<file path="src/rtl/dual_irq_pkg.sv">
// Shared types for the bidirectional interrupt unit.
// Assumes one register access per cycle; read selection is purely combinational.
package dual_irq_pkg;

    // Write strobes produced by the register decoder.
    typedef struct packed {
        logic clr;
        logic mask;
        logic bell;
    } wr_stb_t;

    // Which register drives the read data.
    typedef enum logic [1:0] {
        SEL_NONE = 2'd0,
        SEL_STAT = 2'd1,
        SEL_MASK = 2'd2,
        SEL_BELL = 2'd3
    } rd_sel_t;

endpackage

</file>
<file path="src/rtl/irq_reg_decode.sv">
// Address decoder: turns a byte offset and a write strobe into per-register
// write strobes and a read selector. Assumes offsets are distinct.
module irq_reg_decode #(
    parameter int ADDR_W   = 12,
    parameter int STAT_OFS = 'h058,
    parameter int CLR_OFS  = 'h0D4,
    parameter int MASK_OFS = 'h0DC,
    parameter int BELL_OFS = 'h08D
) (
    input  logic                     [ADDR_W-1:0] addr,
    input  logic                                  wr,
    output dual_irq_pkg::wr_stb_t                 stb,
    output dual_irq_pkg::rd_sel_t                 sel
);
    import dual_irq_pkg::*;

    localparam logic [ADDR_W-1:0] A_STAT = ADDR_W'(STAT_OFS);
    localparam logic [ADDR_W-1:0] A_CLR  = ADDR_W'(CLR_OFS);
    localparam logic [ADDR_W-1:0] A_MASK = ADDR_W'(MASK_OFS);
    localparam logic [ADDR_W-1:0] A_BELL = ADDR_W'(BELL_OFS);

    // Write strobes: only registers with side effects get one.
    always_comb begin
        stb.clr  = wr && (addr == A_CLR);
        stb.mask = wr && (addr == A_MASK);
        stb.bell = wr && (addr == A_BELL);
    end

    // Read selector; the clear port and unmapped offsets read as zero.
    always_comb begin
        if (addr == A_STAT)      sel = SEL_STAT;
        else if (addr == A_MASK) sel = SEL_MASK;
        else if (addr == A_BELL) sel = SEL_BELL;
        else                     sel = SEL_NONE;
    end

endmodule

</file>
<file path="src/rtl/host_irq_ctrl.sv">
// Host-bound interrupt side: sticky pending bits set by source pulses,
// write-one-to-clear, enable mask and an active-low level line.
// Assumes a set and a clear of the same bit at one edge resolve to set.
module host_irq_ctrl #(
    parameter int NSRC = 8
) (
    input  logic            clk,
    input  logic            rst_n,
    input  logic [NSRC-1:0] src_pulse,
    input  logic            clr_we,
    input  logic            mask_we,
    input  logic [NSRC-1:0] wdata,
    output logic [NSRC-1:0] pend_q,
    output logic [NSRC-1:0] mask_q,
    output logic            irq_n
);

    // One sticky pending flop per source; the set term dominates the clear.
    for (genvar i = 0; i < NSRC; i++) begin : g_pend
        always_ff @(posedge clk) begin
            if (!rst_n)            pend_q[i] <= 1'b0;
            else if (src_pulse[i]) pend_q[i] <= 1'b1;
            else if (clr_we && wdata[i]) pend_q[i] <= 1'b0;
        end
    end

    // Enable mask register, loaded whole by a mask write.
    always_ff @(posedge clk) begin
        if (!rst_n)       mask_q <= '0;
        else if (mask_we) mask_q <= wdata;
    end

    // Level line: low while any enabled source is pending.
    always_comb irq_n = ~|(pend_q & mask_q);

endmodule

</file>
<file path="src/rtl/doorbell_reg.sv">
// Slave-bound doorbell: a host-written register whose 0-to-1 bits fire a
// one-cycle pulse and vector, after which the register clears itself.
// Assumes the rising test compares against the content before the write.
module doorbell_reg #(
    parameter int NSRC = 8
) (
    input  logic            clk,
    input  logic            rst_n,
    input  logic            we,
    input  logic [NSRC-1:0] wdata,
    output logic [NSRC-1:0] bell_q,
    output logic [NSRC-1:0] fire_vec,
    output logic            fire
);

    // Register content: written value for one cycle, then self-clear.
    always_ff @(posedge clk) begin
        if (!rst_n)  bell_q <= '0;
        else if (we) bell_q <= wdata;
        else         bell_q <= '0;
    end

    // Registered pulse of the bits that rose with this write.
    always_ff @(posedge clk) begin
        if (!rst_n)  fire_vec <= '0;
        else if (we) fire_vec <= wdata & ~bell_q;
        else         fire_vec <= '0;
    end

    // Summary pulse toward the slave core.
    always_comb fire = |fire_vec;

endmodule

</file>
<file path="src/rtl/dual_irq_unit.sv">
// Top of the bidirectional interrupt unit: register decode, host-bound
// pending/mask/line logic and the slave-bound doorbell.
// Assumes NSRC <= 8 so every register fits in one byte.
module dual_irq_unit #(
    parameter int NSRC     = 8,
    parameter int ADDR_W   = 12,
    parameter int STAT_OFS = 'h058,
    parameter int CLR_OFS  = 'h0D4,
    parameter int MASK_OFS = 'h0DC,
    parameter int BELL_OFS = 'h08D
) (
    input  logic              clk,
    input  logic              rst_n,
    input  logic [ADDR_W-1:0] bus_addr,
    input  logic              bus_wr,
    input  logic [NSRC-1:0]   bus_wdata,
    output logic [NSRC-1:0]   bus_rdata,
    input  logic [NSRC-1:0]   src_pulse,
    output logic              host_irq_n,
    output logic              slv_irq,
    output logic [NSRC-1:0]   slv_irq_vec
);
    import dual_irq_pkg::*;

    wr_stb_t         stb;
    rd_sel_t         sel;
    logic [NSRC-1:0] pend_q;
    logic [NSRC-1:0] mask_q;
    logic [NSRC-1:0] bell_q;

    irq_reg_decode #(
        .ADDR_W  (ADDR_W),
        .STAT_OFS(STAT_OFS),
        .CLR_OFS (CLR_OFS),
        .MASK_OFS(MASK_OFS),
        .BELL_OFS(BELL_OFS)
    ) u_dec (
        .addr(bus_addr),
        .wr  (bus_wr),
        .stb (stb),
        .sel (sel)
    );

    host_irq_ctrl #(.NSRC(NSRC)) u_host (
        .clk      (clk),
        .rst_n    (rst_n),
        .src_pulse(src_pulse),
        .clr_we   (stb.clr),
        .mask_we  (stb.mask),
        .wdata    (bus_wdata),
        .pend_q   (pend_q),
        .mask_q   (mask_q),
        .irq_n    (host_irq_n)
    );

    doorbell_reg #(.NSRC(NSRC)) u_bell (
        .clk     (clk),
        .rst_n   (rst_n),
        .we      (stb.bell),
        .wdata   (bus_wdata),
        .bell_q  (bell_q),
        .fire_vec(slv_irq_vec),
        .fire    (slv_irq)
    );

    // Read multiplexer selected by the decoder.
    always_comb begin
        case (sel)
            SEL_STAT: bus_rdata = pend_q;
            SEL_MASK: bus_rdata = mask_q;
            SEL_BELL: bus_rdata = bell_q;
            default:  bus_rdata = '0;
        endcase
    end

endmodule

</file>
<file path="config.mk">
export PLATFORM = sky130hd
export DESIGN_NAME = dual_irq_unit
export DESIGN_NICKNAME = d
export VERILOG_FILES = /design/src/rtl/dual_irq_pkg.sv /design/src/rtl/irq_reg_decode.sv /design/src/rtl/host_irq_ctrl.sv /design/src/rtl/doorbell_reg.sv /design/src/rtl/dual_irq_unit.sv
export SDC_FILE = /design/constraint.sdc
export NUM_CORES = 1
export LEC_CHECK = 0
export BUFFER_PORTS_ARGS = -buffer_cell sky130_fd_sc_hd__buf_2
export CELL_PAD_IN_SITES_DETAIL_PLACEMENT = 0
export CELL_PAD_IN_SITES_GLOBAL_PLACEMENT = 1
export CORE_MARGIN = 4
export CORE_UTILIZATION = 34
export DETAILED_ROUTE_END_ITERATION = 8
export PLACE_DENSITY_LB_ADDON = 0.1
export SKIP_CTS_REPAIR_TIMING = 1
export SLEW_MARGIN = 20
export SYNTH_ARGS = -nofsm -noshare
export SYNTH_HDL_FRONTEND = slang
export SYNTH_SLANG_ARGS = --single-unit
</file>
<file path="constraint.sdc">
create_clock -name clk -period 1.8 [get_ports clk]
set_input_delay 0.45 -clock clk [delete_from_list [all_inputs] [get_ports clk]]
set_output_delay 0.45 -clock clk [all_outputs]
set_load 0.01 [all_outputs]
</file>
==> flow_metrics.env, run 1 <==
export IMPL_status="complete, but fails checks"
export IMPL_violations="setup timing"
export IMPL_ant_nets=0
export IMPL_power_uw=1360
export IMPL_cts_htree_levels=2
export IMPL_cp_required_ns=1.35
export IMPL_io_pins=49
export IMPL_start_kind="input port"
export IMPL_die_area_sq_um=5963
export IMPL_netlist_top_cell_by_area="dfxtp_1"
export IMPL_final_cells=288
export IMPL_synth_top_area_share_pct=39.32
export IMPL_synth_edf_count=0
export IMPL_grt_use_total_pct=14.59
export IMPL_fin_skew_ns=0.001833
export IMPL_leakage_uw=0.0009762
export IMPL_fin_crit_sh_pct=112.9
export IMPL_syn_nets=209
export IMPL_drive_gt1_share_pct=37.71
export IMPL_drt_initial_drc_count=44
export IMPL_vias_per_cell=5.174
export IMPL_worst_slew_pin_slew_ns=0.3192
export IMPL_cts_buffer_depth=2
export IMPL_fin_nets=269
export IMPL_hold_path_class="in -> reg"
export IMPL_syn_area_sq_um=1629
export IMPL_yosys_warnings=0
export IMPL_slew_violations=0
export IMPL_synth_ff_type="dfxtp_1"
export IMPL_clkTransAtPathRegs_ns=0.06
export IMPL_tns_ns=-1.704
export IMPL_synth_seq_cells=32
export IMPL_grt_overflow=0
export IMPL_fmax_ghz=0.4920
export IMPL_finalHoldViolations=0
export IMPL_wl_per_cell_um=14.99
export IMPL_post_route_drc_count=0
export IMPL_detail_route_first_pass_iterations=4
export IMPL_maxCapViolCount=0
export IMPL_grt_start_max_net_pins=25
export IMPL_grt_pass1_vias=1489
export IMPL_async_flop_share_pct=0
export IMPL_die_x_um=77.22
export IMPL_die_y_um=77.22
export IMPL_yosysSeqAreaShare_pct=39.32
export IMPL_cp_arrival_ns=1.58
export IMPL_fin_crit_ns=2.032
export IMPL_irDropWorstVdd_uv=310.0
export IMPL_rsz0062_at_grt="true"
export IMPL_cts_buffers=5
export IMPL_synthTopCellsByArea="dfxtp_1, inv_1, mux2i_1, nor4bb_1, o221ai_1"
export IMPL_antenna_found_initial=0
export IMPL_clk_insertion_delay_late_ns=0.27
export IMPL_gp_congestion=0.7435
export IMPL_finalWirelength_mm=4.316
export IMPL_root_buffer="clkbuf_8"
export IMPL_holdWs_ns=0.3873
export IMPL_path_max_fanout=8
export IMPL_power_density_nw_per_um2=636.2
export IMPL_fp_row_count=24
export IMPL_place_inst=283
export IMPL_diodes=0
export IMPL_area_growth_pct=31.26
export IMPL_cts_sinks=32
export IMPL_finalSetupViolCount=8
export IMPL_start_util_pct=36.17
export IMPL_syn_area_per_cell_sq_um=9.152
export IMPL_yosys_top_cells_count="dfxtp_1, inv_1, nand2_1"
export IMPL_critPathCaptureType="primary output"
export IMPL_slew_headroom_pct=78.43
export IMPL_layout_setup_ws_ns=-0.2324
export IMPL_post_dp_hpwl_mm=3.367
export IMPL_crit_type="in -> out"
export IMPL_io_buffers=48
export IMPL_core_area_sq_um=4504
export IMPL_num_vias=1490
export IMPL_grt_pass1_wl_mm=6.989
export IMPL_synth_cells=178
export IMPL_cts_tree="built"
export IMPL_synth_cell_types=27
==> cell families (layout without fill, tap and decap cells) <==
| family | count (synthesis) | count (layout) | share of synthesized area (%) |
|---|---|---|---|
| and+or+nand+nor | 67 | 67 | 32.64 |
| AOI/OAI and AO/OA | 28 | 28 | 11.67 |
| DFF | 32 | 32 | 39.32 |
| muxes | 8 | 8 | 4.916 |
| buffers and inverters | 43 | 101 | 11.44 |
==> placed cells by master, fill, tap and decap left out, types with 4 or more instances in the layout <==
cell      count
a22oi_1       4
a31oi_1       8
buf_2        46
buf_4        14
clkbuf_8      5
dfxtp_1      32
inv_1        32
mux2i_1       8
nand2_1      17
nand4_1       9
nor3_1        4
nor3_2        4
nor4_1        8
nor4bb_1      8
o21ai_0       8
o221ai_2      7
==> per-layer routing <==
metal | GRT usage (%) | vias up | part of all wire (%)
met5 | 0 | - | 0
met4 | 5.160 | 0 | 1.5
met3 | 5.152 | 7 | 6.2
met2 | 24.35 | 39 | 49
met1 | 17.21 | 685 | 44
li1 | - | 759 | -
==> path summary, 6_finish.rpt <==
check | from | endpoint | slack [ns] | cells after the start
worst max-delay path | bus_addr[8] | bus_rdata[5] | -0.23 | 6
worst min-delay path | bus_wdata[3] | u_host.pend_q[3] | 0.39 | 2
worst max register to register | u_bell.bell_q[4] | u_bell.fire_vec[4] | 1.09 | 1
worst min register to register | u_bell.bell_q[1] | u_bell.fire_vec[1] | 0.42 | 1
==> state kept, by name (all words and copies together) (netlist names) <==
signal and cells:
u_bell.bell_q 8, u_bell.fire_vec 8, u_host.mask_q 8, u_host.pend_q 8
==> worst max-delay path, stage by stage <==
cell,delay (ns)
buf_6,0.10
nor4_4,0.26
buf_4,0.19
nand4_4,0.17
o221ai_2,0.24
buf_2,0.17
==> through the flow <==
step | worst slack (ns) | instance area [sq um] | util, %
floorplan | -0.1299 | 1629 | -
global placement | -0.2070 | 2013 | 44.69
detailed placement | -0.2508 | 2013 | 44.69
CTS | -0.2561 | 2082 | 46.22
global route | -0.2972 | 2138 | 47.47
finish | -0.2324 | 2138 | 47.47
==> layout make-up <==
cell class                 instances  area (sq um)
inverter                          32         120.1
sequential                        32         640.6
clock buffer                       5         68.82
timing repair buffer              64         397.9
multi-input combinational        103         845.8
fill                             442          2366
tap                               52         65.06
==> power by group <==
group          switching (uW)  leakage (uW)  internal (uW)
sequential               9.91      0.000260            721
combinational            84.9      0.000680           70.8
clock                     225     0.0000359            248
total                     320      0.000976           1040
(Power assumes the default switching activity.)
==> run 2, diff against run 1 <==
--- a/config.mk
+++ b/config.mk
@@ -12,6 +12,7 @@
 export CORE_UTILIZATION = 34
 export DETAILED_ROUTE_END_ITERATION = 8
 export PLACE_DENSITY_LB_ADDON = 0.1
+export SETUP_SLACK_MARGIN = 0.1
 export SKIP_CTS_REPAIR_TIMING = 1
 export SLEW_MARGIN = 20
 export SYNTH_ARGS = -nofsm -noshare
==> constraint.sdc (replaced) <==
create_clock -name clk -period 1.8 [get_ports clk]
set_input_delay 0.45 -clock clk [delete_from_list [all_inputs] [get_ports clk]]
set_output_delay 0.45 -clock clk [all_outputs]
set_load 0.1 [all_outputs]
==> run 2 against run 1 <==
  * First-iteration DRC count increased by 18%
  * Global-route usage increased by 1.7 points
  * Largest cell class unchanged
  * Core utilization increased by 8.4 points
  * Clock power increased by 16%
  * Routed wire length increased by 6.8%
  * Worst setup slack got worse by 0.095 ns
  * Clock skew increased by 0.0030 ns
  * Non-clock buffer count increased by 3
  * The run still ends with setup timing left
  * Register-to-register slack got worse by 0.03 ns
  * Die area unchanged
  * Fmax decreased by 4.5%
==> flow_metrics.env, run 2 (synthesis results as in run 1) <==
export IMPL_status="complete, but fails checks"
export IMPL_violations="setup timing"
export IMPL_post_route_drc_count=0
export IMPL_rsz0062_at_grt="true"
export IMPL_grt_use_total_pct=16.33
export IMPL_die_y_um=77.22
export IMPL_seqCellArea_sq_um=656.9
export IMPL_worst_slew_pin_slew_ns=0.4879
export IMPL_finalWirelength_mm=4.610
export IMPL_num_vias=1568
export IMPL_cts_sinks=32
export IMPL_die_area_sq_um=5963
export IMPL_grt_pass1_vias=1641
export IMPL_clk_insertion_delay_late_ns=0.29
export IMPL_start_util_pct=36.17
export IMPL_cp_top_family="buffers and inverters"
export IMPL_gp_congestion=0.7993
export IMPL_drt_initial_drc_count=52
export IMPL_maxCapViolCount=0
export IMPL_critPathCaptureType="primary output"
export IMPL_timing_rr_end="u_bell.fire_vec[0]"
export IMPL_crit_type="in -> out"
export IMPL_fin_skew_ns=0.004786
export IMPL_critical_path_cell_chain="buf_2 -> nor4_4 -> buf_6 -> nand4_4 -> buf_12 -> o221ai_4 -> buf_12"
export IMPL_cts_buffers=5
export IMPL_path_max_fanout=8
export IMPL_cpPeakStageDelay_ns=0.25
export IMPL_cts_tree="built"
export IMPL_layout_common_cells="buf_2, inv_1, dfxtp_1, nand2_1, buf_12"
export IMPL_fin_nets=272
export IMPL_min_path_cells=2
export IMPL_final_common_cell="buf_2"
export IMPL_cts_buffer_depth=2
export IMPL_place_ws_ns=-0.3439
export IMPL_ant_nets=0
export IMPL_detail_route_first_pass_iterations=4
export IMPL_crit_path_top_delay_cell="nor4_4"
export IMPL_power_uw=1441
export IMPL_io_buffers=48
export IMPL_fmax_ghz=0.4700
export IMPL_fin_crit_sh_pct=118.2
export IMPL_cp_arrival_ns=1.68
export IMPL_slew_violations=0
export IMPL_cpMostUsedCell="buf_12"
export IMPL_grt_start_max_net_pins=25
export IMPL_critPathBufInv=4
export IMPL_diodes=0
export IMPL_post_dp_hpwl_mm=3.721
export IMPL_layout_setup_ws_ns=-0.3276
export IMPL_wl_per_cell_um=15.68
export IMPL_start_kind="input port"
export IMPL_core_area_sq_um=4504
export IMPL_grt_pass1_wl_mm=7.783
export IMPL_clkTransAtPathRegs_ns=0.07
export IMPL_multi_input_area_sq_um=989.7
export IMPL_fp_row_count=24
export IMPL_drive_gt1_share_pct=48.35
export IMPL_finalSetupViolCount=8
export IMPL_grt_overflow=0
export IMPL_num_fill_cells=418
export IMPL_antenna_found_initial=0
export IMPL_vias_per_cell=5.333
export IMPL_cp_required_ns=1.35
export IMPL_finalHoldViolations=0
export IMPL_leakage_uw=0.001069
export IMPL_holdWs_ns=0.3950
export IMPL_reg2reg_depth=1
export IMPL_power_density_nw_per_um2=572.9
export IMPL_irDropWorstVdd_uv=364.4
export IMPL_die_x_um=77.22
export IMPL_area_growth_pct=54.45
export IMPL_holdPathEnd="u_host.pend_q[4]"
export IMPL_regToRegStartpoint="u_bell.bell_q[0]"
export IMPL_final_cells=294
export IMPL_cts_htree_levels=2
export IMPL_root_buffer="clkbuf_8"
export IMPL_fin_crit_ns=2.128
export IMPL_slew_headroom_pct=67.69
export IMPL_hold_start="bus_wdata[4]"
export IMPL_io_pins=49
export IMPL_r2r_slack_ns=1.06
export IMPL_hold_path_class="in -> reg"
export IMPL_place_inst=286
run 2: how the worst max path moves through the flow:
stage                 from  cells after the start  slack [ns]            to
2_1_floorplan  bus_addr[5]                      4       -0.66  bus_rdata[0]
3_3_place_gp   bus_addr[5]                      7       -0.31  bus_rdata[5]
3_5_place_dp   bus_addr[5]                      7       -0.34  bus_rdata[3]
4_1_cts        bus_addr[5]                      7       -0.35  bus_rdata[1]
5_1_grt        bus_addr[8]                      7       -0.39  bus_rdata[1]
6_report       bus_addr[1]                      7       -0.33  bus_rdata[1]
run 2: cell type report:
type | instances | share of cell area (%)
clock buffers | 5 | 2.735
clock inverters | 3 | 0.7459
inverters | 32 | 4.774
multi-input cells | 103 | 39.33
flip-flops and latches | 32 | 26.11
well taps | 52 | 2.586
repair buffers | 67 | 23.72
run 2: stage by stage:
step | area [sq um] | setup TNS [ns] | util (%)
CTS | 2450 | -2.764 | 54.39
finish | 2516 | -2.366 | 55.86
detailed placement | 2362 | -2.838 | 52.44
global route | 2516 | -2.866 | 55.86
global placement | 2362 | -2.561 | 52.44
floorplan | 1783 | -5.280 | -
run 2: per-layer routing:
layer	wire, um	GRT usage (%)	vias to the layer above
li1	-	-	771
met1	1969	19.13	740
met2	2312	28.41	48
met3	254	4.567	9
met4	74	5.516	0
met5	0	0	-
run 2: power by group:
part / internal, uW / switching (uW) / total [uW]
registers: 721 / 11.9 / 733
logic: 70.0 / 90.7 / 161
clock network: 269 / 279 / 548
total: 1060 / 381 / 1440
